$ cat src/rtl/pit_pkg.sv
package pit_pkg;
  typedef enum logic [1:0] {
    SEL_PERIOD = 2'd0,
    SEL_CTRL   = 2'd1,
    SEL_COUNT  = 2'd2,
    SEL_NONE   = 2'd3
  } pit_sel_e;

  localparam int CTRL_RUN_BIT  = 0;
  localparam int CTRL_IEN_BIT  = 1;
  localparam int CTRL_FLAG_BIT = 2;
endpackage

$ cat src/rtl/pit_prescale.sv
module pit_prescale #(
  parameter int DIV_W = 2
) (
  input  logic clk,
  input  logic por_n,
  input  logic tick_en,
  input  logic run,
  input  logic restart,
  output logic step
);
  localparam logic [DIV_W-1:0] LAST = {DIV_W{1'b1}};

  logic [DIV_W-1:0] phase_q;

  assign step = tick_en && run && !restart && (phase_q == LAST);

  always_ff @(posedge clk or negedge por_n) begin
    if (!por_n)                 phase_q <= '0;
    else if (restart || !run)   phase_q <= '0;
    else if (tick_en)           phase_q <= phase_q + DIV_W'(1);
  end

  assert_step_qualified_R3: assert property (@(posedge clk) disable iff (!por_n)
    step |-> (tick_en && run));
  assert_idle_clears_R3: assert property (@(posedge clk) disable iff (!por_n)
    (!run || restart) |=> !step);
endmodule

$ cat src/rtl/pit_count.sv
module pit_count #(
  parameter int CNT_W = 16
) (
  input  logic             clk,
  input  logic             por_n,
  input  logic             load,
  input  logic [CNT_W-1:0] load_val,
  input  logic             step,
  input  logic [CNT_W-1:0] period,
  output logic [CNT_W-1:0] count,
  output logic             zero_hit
);
  function automatic logic [CNT_W-1:0] reload_of(input logic [CNT_W-1:0] p);
    return (p == '0) ? {CNT_W{1'b1}} : p;
  endfunction

  function automatic logic [CNT_W-1:0] after_step(input logic [CNT_W-1:0] c,
                                                  input logic [CNT_W-1:0] p);
    return (c == '0) ? reload_of(p) : c - CNT_W'(1);
  endfunction

  logic [CNT_W-1:0] cnt_q;

  assign count    = cnt_q;
  assign zero_hit = step && !load && (cnt_q == CNT_W'(1));

  always_ff @(posedge clk or negedge por_n) begin
    if (!por_n)     cnt_q <= '0;
    else if (load)  cnt_q <= load_val;
    else if (step)  cnt_q <= after_step(cnt_q, period);
  end

  assert_hold_R3: assert property (@(posedge clk) disable iff (!por_n)
    (!load && !step) |=> $stable(cnt_q));
  assert_load_R4: assert property (@(posedge clk) disable iff (!por_n)
    load |=> (cnt_q == $past(load_val)));
  assert_zero_lands_R5: assert property (@(posedge clk) disable iff (!por_n)
    zero_hit |=> (cnt_q == '0));
endmodule

$ cat src/rtl/pit_flag.sv
module pit_flag (
  input  logic clk,
  input  logic por_n,
  input  logic set,
  input  logic clr,
  input  logic ien,
  output logic flag,
  output logic irq
);
  logic flag_q, irq_q;

  assign flag = flag_q;
  assign irq  = irq_q;

  always_ff @(posedge clk or negedge por_n) begin
    if (!por_n) begin
      flag_q <= 1'b0;
      irq_q  <= 1'b0;
    end else begin
      if (set)      flag_q <= 1'b1;
      else if (clr) flag_q <= 1'b0;
      irq_q <= flag_q && ien;
    end
  end

  assert_set_wins_R8: assert property (@(posedge clk) disable iff (!por_n)
    set |=> flag_q);
  assert_sticky_R8: assert property (@(posedge clk) disable iff (!por_n)
    (flag_q && !clr) |=> flag_q);
  assert_no_flag_no_irq_R9: assert property (@(posedge clk) disable iff (!por_n)
    !flag_q |=> !irq_q);
endmodule

$ cat src/rtl/pit_timer.sv
module pit_timer
  import pit_pkg::*;
#(
  parameter int CNT_W = 16,
  parameter int DIV_W = 2
) (
  input  logic             clk,
  input  logic             por_n,
  input  logic             tick_en,
  input  logic             wr_en,
  input  logic [1:0]       wr_sel,
  input  logic [CNT_W-1:0] wr_data,
  input  logic [1:0]       rd_sel,
  output logic [CNT_W-1:0] rd_data,
  output logic             irq
);
  logic [CNT_W-1:0] period_q, count;
  logic             run_q, ien_q, flag, step, zero_hit;
  logic             period_wr, ctrl_wr, flag_clr;

  assign period_wr = wr_en && (wr_sel == SEL_PERIOD);
  assign ctrl_wr   = wr_en && (wr_sel == SEL_CTRL);
  assign flag_clr  = ctrl_wr && wr_data[CTRL_FLAG_BIT];

  always_ff @(posedge clk or negedge por_n) begin
    if (!por_n) begin
      period_q <= '0;
      run_q    <= 1'b0;
      ien_q    <= 1'b0;
    end else begin
      if (period_wr) period_q <= wr_data;
      if (ctrl_wr) begin
        run_q <= wr_data[CTRL_RUN_BIT];
        ien_q <= wr_data[CTRL_IEN_BIT];
      end
    end
  end

  pit_prescale #(.DIV_W(DIV_W)) u_pre (
    .clk(clk), .por_n(por_n), .tick_en(tick_en), .run(run_q),
    .restart(period_wr), .step(step)
  );

  pit_count #(.CNT_W(CNT_W)) u_cnt (
    .clk(clk), .por_n(por_n), .load(period_wr), .load_val(wr_data),
    .step(step), .period(period_q), .count(count), .zero_hit(zero_hit)
  );

  pit_flag u_flag (
    .clk(clk), .por_n(por_n), .set(zero_hit), .clr(flag_clr),
    .ien(ien_q), .flag(flag), .irq(irq)
  );

  always_comb begin
    rd_data = '0;
    case (rd_sel)
      SEL_PERIOD: rd_data = period_q;
      SEL_CTRL: begin
        rd_data[CTRL_RUN_BIT]  = run_q;
        rd_data[CTRL_IEN_BIT]  = ien_q;
        rd_data[CTRL_FLAG_BIT] = flag;
      end
      SEL_COUNT:  rd_data = count;
      default:    rd_data = '0;
    endcase
  end

  assert_period_kept_R2: assert property (@(posedge clk) disable iff (!por_n)
    !period_wr |=> $stable(period_q));
  assert_irq_needs_ien_R9: assert property (@(posedge clk) disable iff (!por_n)
    !ien_q |=> !irq);
  assert_reload_R6: assert property (@(posedge clk) disable iff (!por_n)
    (step && !period_wr && count == '0 && period_q != '0) |=> (count == $past(period_q)));
endmodule

$ cat config.mk
export PLATFORM = sky130hd
export DESIGN_NAME = pit_timer
export DESIGN_NICKNAME = d
export VERILOG_FILES = /design/src/rtl/pit_pkg.sv /design/src/rtl/pit_prescale.sv /design/src/rtl/pit_count.sv /design/src/rtl/pit_flag.sv /design/src/rtl/pit_timer.sv
export SDC_FILE = /design/constraint.sdc
export NUM_CORES = 1
export LEC_CHECK = 0
export ABC_AREA = 1
export CAP_MARGIN = 20
export CORE_MARGIN = 3
export CORE_UTILIZATION = 30
export CTS_BUF_LIST = sky130_fd_sc_hd__clkbuf_8 sky130_fd_sc_hd__clkbuf_16
export DETAILED_ROUTE_END_ITERATION = 16
export DONT_BUFFER_PORTS = 1
export GPL_TIMING_DRIVEN = 0
export PLACE_DENSITY_LB_ADDON = 0.1
export SKIP_CTS_REPAIR_TIMING = 1
export SYNTH_ARGS = -nofsm -noshare
export SYNTH_HDL_FRONTEND = slang
export SYNTH_SLANG_ARGS = --single-unit
$ cat constraint.sdc
create_clock -name clk -period 2.9 [get_ports clk]
set_input_delay 0.58 -clock clk [delete_from_list [all_inputs] [get_ports clk]]
set_output_delay 0.58 -clock clk [all_outputs]
set_load 0.01 [all_outputs]
==> summary.txt <==
Place
  – HPWL after detailed placement: ~6.1 mm
  – GPL Wtd Cong: 0.821
  – I/O Buffers: 0
  – Cell Count Post-Placement: 479
  – Post-DP Area: 0.00273 mm2
  – Placement Setup Slack: 0.757 ns

Logic synthesis
  – Post-synthesis sequential area ratio: a little over a third
  – Netlist cell types: 32
  – Mapped Cells: ~370
  – Syn nets: 402
  – Area leader, netlist: dfrtp_1
  – Synth Register Bits: 38
  – Count leader, synth: nand2_1
  – Cell Area, Synth: 0.00260 mm2
  – Ys async rst share: 100%
  – Number of synthesized flops with an enable pin: 0
  – Top_reg_cell synth: dfrtp_1
  – Largest cells by area after synthesis: dfrtp_1 (37%), nand2_1 (10%), inv_1 (9.1%)
  – Synthesized area per cell: 6.94 um2
  – Top post-synthesis cells by count: nand2_1 (72), inv_1 (63), nand3_1 (44)
  – Synth Warn #: 0
  – Yosys top cell area share: between 30% and 40%

Setup path
  – Worst endpoint required time: between 2 and 2.5 ns
  – Critical-path maximum fanout: 10
  – Worst Setup End Kind: primary output
  – Worst EP arrival: 1.59 ns
  – Critical path class: in2out
  – Critical path launch point type: primary input

Timing
  – Final count of negative-setup-slack endpoints: 0
  – Setup TNS: 0 ns
  – Final Max Slew Viols: 0
  – Worst hold margin: 0.109 ns
  – Crit share post-route: around three quarters
  – Final Hold Fails: 0
  – Fmax: 461 MHz
  – Rel. slew slack: between 60 and 70%
  – Final worst setup slack: about 0.73 ns
  – Clock Skews: 0.0128 ns
  – RSZ-0062 raised after global routing: false
  – Tmin final: ~2.2 ns
  – Pin slew with the least headroom to its limit: 0.538 ns

Status
  – Outcome: finished clean

Layout
  – Finished Layout Cells: 488
  – Nets: 410
  – Synthesis-to-finish area growth: 9.78%
  – Final core occ: 34.3%
  – Post-layout instance area: 0.00285 mm2
  – Filler cell count: 901
  – Share of layout cells above drive strength 1: roughly 10%
  – ANT cells: 0

GRT
  – First-pass GRT wire length: 13.2 mm
  – Vias in the first global route: around 2.4k
  – Total Routing Usage GR: 17.2%
  – GR Overflow Total: 0
  – Initial antenna violation count: 0
  – Pin count of the biggest net entering global routing: 39

Floorplanning
  – DIE WIDTH: 99.0 um
  – Boundary Pins: between 40 and 50
  – Row count: 33
  – Starting Density: 31.3%
  – Core area: 0.00830 mm2
  – Die Ht: 99.0 um
  – Die ar.: 0.00981 mm2

Clock tree
  – Clock Latency Late Sink: 0.30 ns
  – Htree depth: 2
  – CTS Buffer Depth: 2
  – Clk slew on worst S/H paths: around 0.090 ns
  – TritonCTS Buffers: 5
  – Total clock sinks: 38
  – Root Buffer Master: clkbuf_8
  – CTS tree: yes

Route
  – Final wirelength: between 8 and 9 mm
  – DR WL/cell: 16.6 um
  – Drt initial violations: 97
  – DRT Pass-1 Iters: 4
  – Via density: 4.87
  – Post-route ant nets: 0
  – Post-route DRC violation count: 0
  – Via Count: 2,378

Power
  – Pwr dens: 584 mW/mm2
  – Power, Total: 1.66 mW
  – Static Leak: 1.44 nW
  – Worst vdd ir: approximately 230 uV

Worst hold path
  – Hold Crit Class: in2async

Run
  – Max-cap violations: 0
cell families (layout without fill, tap and decap cells):
logic type	count (synthesis)	in the layout	synth area share, %
muxes	2	2	0.867
adders and majority gates	4	4	1.93
DFF	38	38	36.6
AOI/OAI and AO/OA	74	74	15.9
xor gates and xnor gates	2	2	0.675
and+or+nand+nor	174	174	30.7
buffers and inverters	80	89	13.4
area by class of cell:
| cell class | count | area [um2] | share of cell area (%) |
|---|---|---|---|
| Tap cell | 105 | 131 | 4.61 |
| Timing Repair Buffer | 1 | 27.5 | 0.966 |
| Clock buffer | 6 | 82.6 | 2.90 |
| Clock inverter | 2 | 12.5 | 0.439 |
| Buffer | 13 | 92.6 | 3.25 |
| Multi-Input combinational cell | 256 | 1300 | 45.5 |
| Inverter | 67 | 255 | 8.96 |
| Sequential cell | 38 | 951 | 33.4 |
cells in the final DEF, fill, tap and decap left out, drive strengths merged, types with 2 or more instances in the layout:
master,netlist,layout
a21oi,16,16
buf,9,10
clkbuf,4,10
clkinv,2,3
dfrtp,38,38
ha,4,4
inv,65,65
mux2,2,2
nand2,77,77
nand3,45,45
nor2,51,51
o211ai,3,3
o21ai,37,37
o221ai,3,3
o22ai,13,13
registers in the layout, summed over array words and instances (netlist names):
register	cells
period_q	16
u_cnt.count	16
u_pre.phase_q	2
ien_q	1
run_q	1
u_flag.flag	1
u_flag.irq	1
final timing paths:
check | startpoint | endpoint | slack [ns] | depth (start not counted)
max | rd_sel[0] | rd_data[6] | 0.73 | 4
min | por_n | u_cnt.count[13] | 0.11 | 1
max reg2reg | u_cnt.count[0] | u_cnt.count[12] | 1.12 | 10
min reg2reg | period_q[15] | period_q[15] | 0.50 | 2
max in group asynchronous | por_n | period_q[5] | 2.58 | 1
min in group clk | wr_data[1] | ien_q | 0.43 | 1
metal layers:
metal	part of all wire, %	GRT usage, %	wire, um
met1	50	24.6	4080
met2	45	26.1	3620
met3	3.5	3.68	284
met4	1.3	4.62	104
met5	0	0	0
worst max-delay path: stages:
cell and delay [ns]:
inv_1 0.05, nand2_1 0.19, clkbuf_1 0.33, o22ai_1 0.44
power by group:
part | switching [mW] | total, mW | internal [mW]
clock | 0.213 | 0.405 | 0.192
combinational | 0.321 | 0.500 | 0.179
sequential | 0.126 | 0.760 | 0.634
Note: power is estimated with default switching activity, not from simulation.
